**src/rtl/zs_pkg.sv**
```systemverilog
package zs_pkg;

    localparam int DEF_SAMPLE_W = 12;
    localparam int DEF_RATIO    = 6;

    typedef enum logic [1:0] {
        SEQ_IDLE  = 2'd0,
        SEQ_ARM   = 2'd1,
        SEQ_OFFER = 2'd2
    } seq_state_e;

    function automatic int phase_bits(input int ratio);
        return (ratio > 2) ? $clog2(ratio) : 1;
    endfunction

endpackage

```
**src/rtl/zs_capture.sv**
```systemverilog
module zs_capture #(
    parameter int SAMPLE_W = zs_pkg::DEF_SAMPLE_W
) (
    input  logic                clk,
    input  logic                rst,
    input  logic                en,
    input  logic                idle,
    input  logic                in_valid,
    input  logic [SAMPLE_W-1:0] in_data,
    output logic                accept,
    output logic                in_ready,
    output logic                in_ack,
    output logic [SAMPLE_W-1:0] held
);
    assign in_ready = en & idle;
    assign accept   = in_ready & in_valid;

    always_ff @(posedge clk) begin
        if (rst) begin
            in_ack <= 1'b0;
            held   <= '0;
        end else if (en) begin
            in_ack <= accept;
            if (accept) begin
                held <= in_data;
            end
        end
    end
endmodule

```
**src/rtl/zs_sequencer.sv**
```systemverilog
module zs_sequencer #(
    parameter int RATIO = zs_pkg::DEF_RATIO,
    localparam int PW   = zs_pkg::phase_bits(RATIO)
) (
    input  logic          clk,
    input  logic          rst,
    input  logic          en,
    input  logic          start,
    input  logic          dn_ready,
    input  logic          dn_ack,
    output logic          idle,
    output logic          out_valid,
    output logic [PW-1:0] phase
);
    import zs_pkg::*;

    localparam logic [PW-1:0] LAST = PW'(RATIO - 1);

    seq_state_e state;

    assign idle      = (state == SEQ_IDLE);
    assign out_valid = (state == SEQ_OFFER);

    always_ff @(posedge clk) begin
        if (rst) begin
            state <= SEQ_IDLE;
            phase <= '0;
        end else if (en) begin
            case (state)
                SEQ_IDLE: begin
                    if (start) begin
                        state <= SEQ_ARM;
                        phase <= '0;
                    end
                end
                SEQ_ARM: begin
                    if (dn_ready) begin
                        state <= SEQ_OFFER;
                    end
                end
                SEQ_OFFER: begin
                    if (dn_ack) begin
                        if (phase == LAST) begin
                            state <= SEQ_IDLE;
                            phase <= '0;
                        end else begin
                            state <= SEQ_ARM;
                            phase <= phase + 1'b1;
                        end
                    end
                end
                default: state <= SEQ_IDLE;
            endcase
        end
    end
endmodule

```
**src/rtl/zs_word_sel.sv**
```systemverilog
module zs_word_sel #(
    parameter int SAMPLE_W = zs_pkg::DEF_SAMPLE_W,
    parameter int PW       = 3
) (
    input  logic                out_valid,
    input  logic [PW-1:0]       phase,
    input  logic [SAMPLE_W-1:0] held,
    output logic [SAMPLE_W-1:0] out_data
);
    always_comb begin
        out_data = '0;
        if (out_valid && phase == '0) begin
            out_data = held;
        end
    end
endmodule

```
**src/rtl/zstuff_upsampler.sv**
```systemverilog
module zstuff_upsampler #(
    parameter int SAMPLE_W = zs_pkg::DEF_SAMPLE_W,
    parameter int RATIO    = zs_pkg::DEF_RATIO
) (
    input  logic                clk,
    input  logic                rst,
    input  logic                en,
    input  logic                in_valid,
    input  logic [SAMPLE_W-1:0] in_data,
    output logic                in_ready,
    output logic                in_ack,
    output logic                out_valid,
    output logic [SAMPLE_W-1:0] out_data,
    input  logic                dn_ready,
    input  logic                dn_ack
);
    localparam int PW = zs_pkg::phase_bits(RATIO);

    logic                idle;
    logic                accept;
    logic [PW-1:0]       phase;
    logic [SAMPLE_W-1:0] held;

    zs_capture #(.SAMPLE_W(SAMPLE_W)) u_capture (
        .clk(clk), .rst(rst), .en(en), .idle(idle),
        .in_valid(in_valid), .in_data(in_data),
        .accept(accept), .in_ready(in_ready), .in_ack(in_ack), .held(held)
    );

    zs_sequencer #(.RATIO(RATIO)) u_seq (
        .clk(clk), .rst(rst), .en(en), .start(accept),
        .dn_ready(dn_ready), .dn_ack(dn_ack),
        .idle(idle), .out_valid(out_valid), .phase(phase)
    );

    zs_word_sel #(.SAMPLE_W(SAMPLE_W), .PW(PW)) u_sel (
        .out_valid(out_valid), .phase(phase), .held(held), .out_data(out_data)
    );
endmodule

```
**config.mk**
```make
export PLATFORM = sky130hd
export DESIGN_NAME = zstuff_upsampler
export DESIGN_NICKNAME = d
export VERILOG_FILES = /design/src/rtl/zs_pkg.sv /design/src/rtl/zs_capture.sv /design/src/rtl/zs_sequencer.sv /design/src/rtl/zs_word_sel.sv /design/src/rtl/zstuff_upsampler.sv
export SDC_FILE = /design/constraint.sdc
export NUM_CORES = 1
export LEC_CHECK = 0
export BUFFER_PORTS_ARGS = -buffer_cell sky130_fd_sc_hd__buf_4
export CORE_MARGIN = 4
export CORE_UTILIZATION = 47
export DETAILED_ROUTE_END_ITERATION = 12
export GPL_ROUTABILITY_DRIVEN = 1
export GPL_TIMING_DRIVEN = 0
export HOLD_SLACK_MARGIN = 0.06
export PLACE_DENSITY = 0.86
export SLEW_MARGIN = 40
export SYNTH_ARGS = -nofsm -noshare
export SYNTH_HDL_FRONTEND = slang
export SYNTH_SLANG_ARGS = --single-unit
export TNS_END_PERCENT = 30
```
**constraint.sdc**
```tcl
create_clock -name clk -period 1.55 [get_ports clk]
set_clock_uncertainty 0.05 [all_clocks]
set_input_delay 0.155 -clock clk [delete_from_list [all_inputs] [get_ports clk]]
set_output_delay 0.155 -clock clk [all_outputs]
set_load 0.005 [all_outputs]
```
======== After elaboration in Yosys (flattened, before gate mapping) ========
Cells that the tools add are included.
word-level totals
  register bits ........................... 18
  input bits .............................. 18
  logic and storage cells ................. 30
operators by class
  add/subtract/negate cells ............... 1
  equality and inequality tests ........... 6
  multiplexer cells ....................... 10
  bitwise logic cells ..................... 2
  reductions and logical operators ........ 7
operator list
  cell                   number
  $mux W12               1
  $mux W3                3
  $reduce_and A4 Y1      2
  $mux W2                3
  $ne A2 B2 Y1 const B   3
  $pmux W2 S3            1
  $pmux W3 S2            1
  $add A3 B1 Y3 const B  1
  $eq A3 B3 Y1 const B   1
  $logic_not A3 Y1       1
  $and A1 B1 Y1          2
  $eq A2 B1 Y1 const B   1
  $eq A2 B2 Y1 const B   1
  $logic_not A2 Y1       1
  $reduce_and A2 Y1      1
  $reduce_bool A2 Y1     1
  $logic_and A1 B1 Y1    1
  $mux W1                1

======== Logic depth before layout (Yosys ltp) ========
  depth in word-level cells ............... 5
  gate-level depth with buffers ........... 5

======== By module ========
From an unflattened synthesis, not the netlist that was laid out.
unflattened totals
  cells, all modules ...................... 107
  area total of the unflattened synthesis .. 1004.7 um^2
modules (own cells, without submodules)
  module        times used  cells each  area each (um^2)  sequential area each (um^2)
  zs_capture    1           57          596.8             260.2
  zs_sequencer  1           36          287.8             100.1
  zs_word_sel   1           14          120.1             0.0

======== Worst setup path before layout ========
OpenSTA, ideal clock, no wires.
  path kind ............................... flip-flop to output port
  start point ............................. reg u_seq.state[0]
  end point ............................... out out_data[0]
  arrival time ............................ 1.135 ns
  slack ................................... 0.210 ns
  cell stages (with the launch flop) ...... 6
  cells stage by stage .................... dfxtp_1 -> buf_2 -> nor3b_2 -> nor3b_2 -> clkbuf_2 -> and2_1
on the way
  word-level cells in the longest chain between the ends .. 3
ends and longest elaborated chain
  element                 line                    text
  from (decl)             zs_sequencer.sv:19      seq_state_e state;
  from (signal assigned)  zs_sequencer.sv:26      state <= SEQ_IDLE;
  from (signal assigned)  zs_sequencer.sv:32      state <= SEQ_ARM;
  from (signal assigned)  zs_sequencer.sv:38      state <= SEQ_OFFER;
  $eq A2 B2 Y1            zs_sequencer.sv:22      assign out_valid = (state == SEQ_OFFER);
  $logic_and A1 B1 Y1     zs_word_sel.sv:12       if (out_valid && phase == '0) begin
  $mux W12                zs_word_sel.sv:12
  to (decl)               zstuff_upsampler.sv:13  output logic [SAMPLE_W-1:0] out_data,
No other way between the ends.

======== Final worst setup path ========
  start point ............................. reg u_seq.state[1]
  end point ............................... out out_data[4]
The elaborated chain is that of the path after synthesis.

==> key figures <==
Synth
  • Xor/xnor cell area share of the yosys netlist: 0%
  • Syn Area/Cell: 8.05 µm²
  • Ys async rst share: 0%
  • Mux share of post-synthesis cell area: 0%
  • Yosys Warn Count: 0
  • Sequential area share after synthesis: 41.4%
  • Syn Inst Count: 108
  • Compound-cell area share of the yosys netlist: 16.1%
  • Synth Cell Area: 870 µm²
  • Post-synth top flop: dfxtp_1
  • Post-Synth Simple-Gate Area: 37.3%
  • Mapped Nets: 126
  • Post-synthesis register bit count: 18
  • Yosys cell types: 28
  • Post-Synth Adder-Cell Area: 0%
  • Combinational family with the most area after synthesis: simple AND/OR/NAND/NOR gates
  • Post-synth EDFFs: 0

Worst hold path
  • Worst hold path type: in2reg

Clock tree
  • Longest Clk Path Bufs: 2
  • CTS tree: built
  • Clk Latency, worst-skew pair: 0.29 ns
  • CTS H-tree depth: 1
  • Clock transition at the registers of the reported paths: 0.11 ns
  • Clock sinks: 18
  • TritonCTS Buffers: 3
  • CTS Root Cell: clkbuf_4

STA
  • Setup TNS: -2.31 ns
  • Setup ws final: -0.215 ns
  • RSZ-0062 raised after global routing: true
  • Setup violations, final: 12
  • Hold slack: 0.0574 ns
  • Tmin final: 1.76 ns
  • Tcrit/Tclk final: 114%
  • Final Hold Vio Count: 0
  • Slew of the pin with the lowest slew margin: 0.473 ns
  • Max-slew violations: 0
  • Max Clk Rate: 567 MHz
  • Max_slew headroom: 68.4%

Worst setup path
  • Crit-path cells: nor3b_4, nor3b_4, clkbuf_8, and2_4, buf_6
  • Critical Path Most Common Cell: nor3b_4
  • Largest fanout on the critical path: 5
  • Startpoint Class: register
  • Worst path max stage delay: 0.37 ns
  • Worst EP required: 1.34 ns
  • Crit-path leading delay family: simple AND/OR/NAND/NOR gates
  • CP Buf/Inv Count: 2
  • Crit path kind: reg2out
  • Data arrival, critical path: 1.56 ns
  • Slowest cell on crit path: dfxtp_2
  • CP Capture Type: primary output

Die
  • Core ar.: 1750 µm²
  • Die ar.: 2600 µm²
  • Height of the die: 51.0 µm
  • IO Pins: 33
  • Cell Rows: 15
  • Starting Density: 49.8%
  • Chip Width: 51.0 µm

Global routing
  • First-pass GRT wire length: 4020 µm
  • Met3 usage: 2.92%
  • Gr usage total: 20.4%
  • Met1 Usage GRT: 22.0%
  • Number of global-route vias before repair: 934
  • Gr ovfl total: 0
  • Grt met2 use: 36.7%
  • Initial antenna violation count: 0
  • GR peak layer: met2
  • Largest net degree at the start of global routing: 11

Power
  • Pwr dens: 670 nW/µm²
  • Comb pwr share: 17.1%
  • IR drop worst, VDD: 0.000457 V
  • Flop pwr share: 56.0%
  • Cell Int Power: 0.000653 W
  • Leakage power: 0.547 nW
  • Switching fraction of total power: 25.8%
  • P_sw: 0.000227 W
  • Clock power frac: 26.8%

Finish
  • Multi-input gate area: 494 µm²
  • Fillers: 131
  • Most frequent cells in the layout: buf_4, nand2_1, a21oi_1, dfxtp_1
  • Most common cell after layout, fill and taps aside: buf_4
  • # diodes: 0
  • Area growth syn-to-layout: 51.1%
  • NumNets Final: 171
  • Layout cells sized above 1: 37.7%
  • Flip-flop and latch area: 365 µm²

Detailed routing
  • Drt initial violations: 13
  • WL final: 2430 µm
  • Wire per inst: 13.8 µm
  • Via count: 924
  • Drt pass-1 iters: 4
  • ANT nets after route: 0
  • Vias per cell: 5.25
  • DRC violations left: 0

Run status
  • Failing checks: negative setup slack
  • Status: finished with violations

Placed design
  • GP Congestion: 0.766
  • HPWL Detailed: 1560 µm
  • Port Buffers: 31

Flow run
  • Max cap viols: 0
[power groups by stage]
stage / Clock, W / Combinational, W / Sequential, W
final: 0.000236 / 0.000151 / 0.000493
after detailed placement: 0 / 0.000129 / 0.000501
after floorplan: 0 / 0.0000703 / 0.000499
after global routing: 0.000258 / 0.000166 / 0.000496
after CTS: 0.000234 / 0.000147 / 0.000493
after global placement: 0 / 0.000123 / 0.000499
[per-stage QoR]
| stage | power [W] | instances | instance area (µm²) | worst slack (ns) | utilization [%] |
|---|---|---|---|---|---|
| 3_3_place_gp | 0.000623 | 164 | 1130 | -0.0156 | 64.9 |
| 6_report | 0.000880 | 176 | 1310 | -0.215 | 75.3 |
| 2_1_floorplan | 0.000569 | 108 | 870 | 0.210 | - |
| 4_1_cts | 0.000874 | 176 | 1280 | -0.214 | 73.5 |
| 5_1_grt | 0.000919 | 176 | 1310 | -0.309 | 75.3 |
| 3_5_place_dp | 0.000630 | 164 | 1130 | -0.0286 | 64.9 |
[kinds of logic after synthesis]
kind of cell / count (synthesis)
compound gates: 24
buf+inv: 10
flops: 18
simple gates: 56
[metal layers]
metal / up-vias / part of all wire (%)
met4: 0 / 2.8
met5: - / 0
met2: 33 / 53
met3: 8 / 4.8
met1: 431 / 39
li1: 452 / -
[synthesized netlist by cell type (all sizes together), types with 2 or more instances]
master / n / area share (%)
o21ai: 4 / 2.3
nor3b: 3 / 3.7
dfxtp: 18 / 41
and2: 12 / 8.6
a21oi: 16 / 9.2
clkbuf: 2 / 1.0
buf: 6 / 3.3
nand2b: 4 / 3.7
nand2: 26 / 11
inv: 2 / 0.86
nor2b: 2 / 1.4
[worst register-to-register path, cell delays in order, from the launching register on]
cell,delay (ns)
dfxtp_4,0.37
buf_4,0.16
and4bb_2,0.33
clkbuf_4,0.21
nand2_1,0.07
a21oi_1,0.18
[what timing repair did]
| action | CTS | global route |
|---|---|---|
| gates resized for setup | 13 | 11 |
| cloned | 1 | 0 |
| pin swaps | 9 | 5 |
| setup buffers | 3 | 0 |
| setup endpoints to repair | 12 | 13 |
| endpoints found under the hold margin | 6 | 0 |
| hold buffers | 6 | 0 |
[registers in the layout, indices dropped and copies added (netlist names)]
signal and flops:
u_seq.state 2, u_capture.in_ack 1, u_capture.held 12, u_seq.phase 3
[cell type report]
cell class | instances | share of cell area (%)
multi-input cells | 80 | 37.6
flip-flops and latches | 18 | 27.8
repair buffers | 41 | 26.6
plain buffers | 7 | 3.33
well taps | 25 | 2.38
clock buffers | 3 | 1.71
inverters | 2 | 0.571
[path summary, 6_finish.rpt]
check | depth (start not counted) | end | start | slack (ns)
hold / removal | 3 | u_capture.held[11] | in_data[11] | 0.06
setup / recovery | 5 | out_data[4] | u_seq.state[1] | -0.21
setup reg to reg | 5 | u_capture.held[10] | u_seq.state[0] | 0.10
hold reg to reg | 2 | u_capture.held[5] | u_capture.held[5] | 0.41
(Power assumes the default switching activity.)
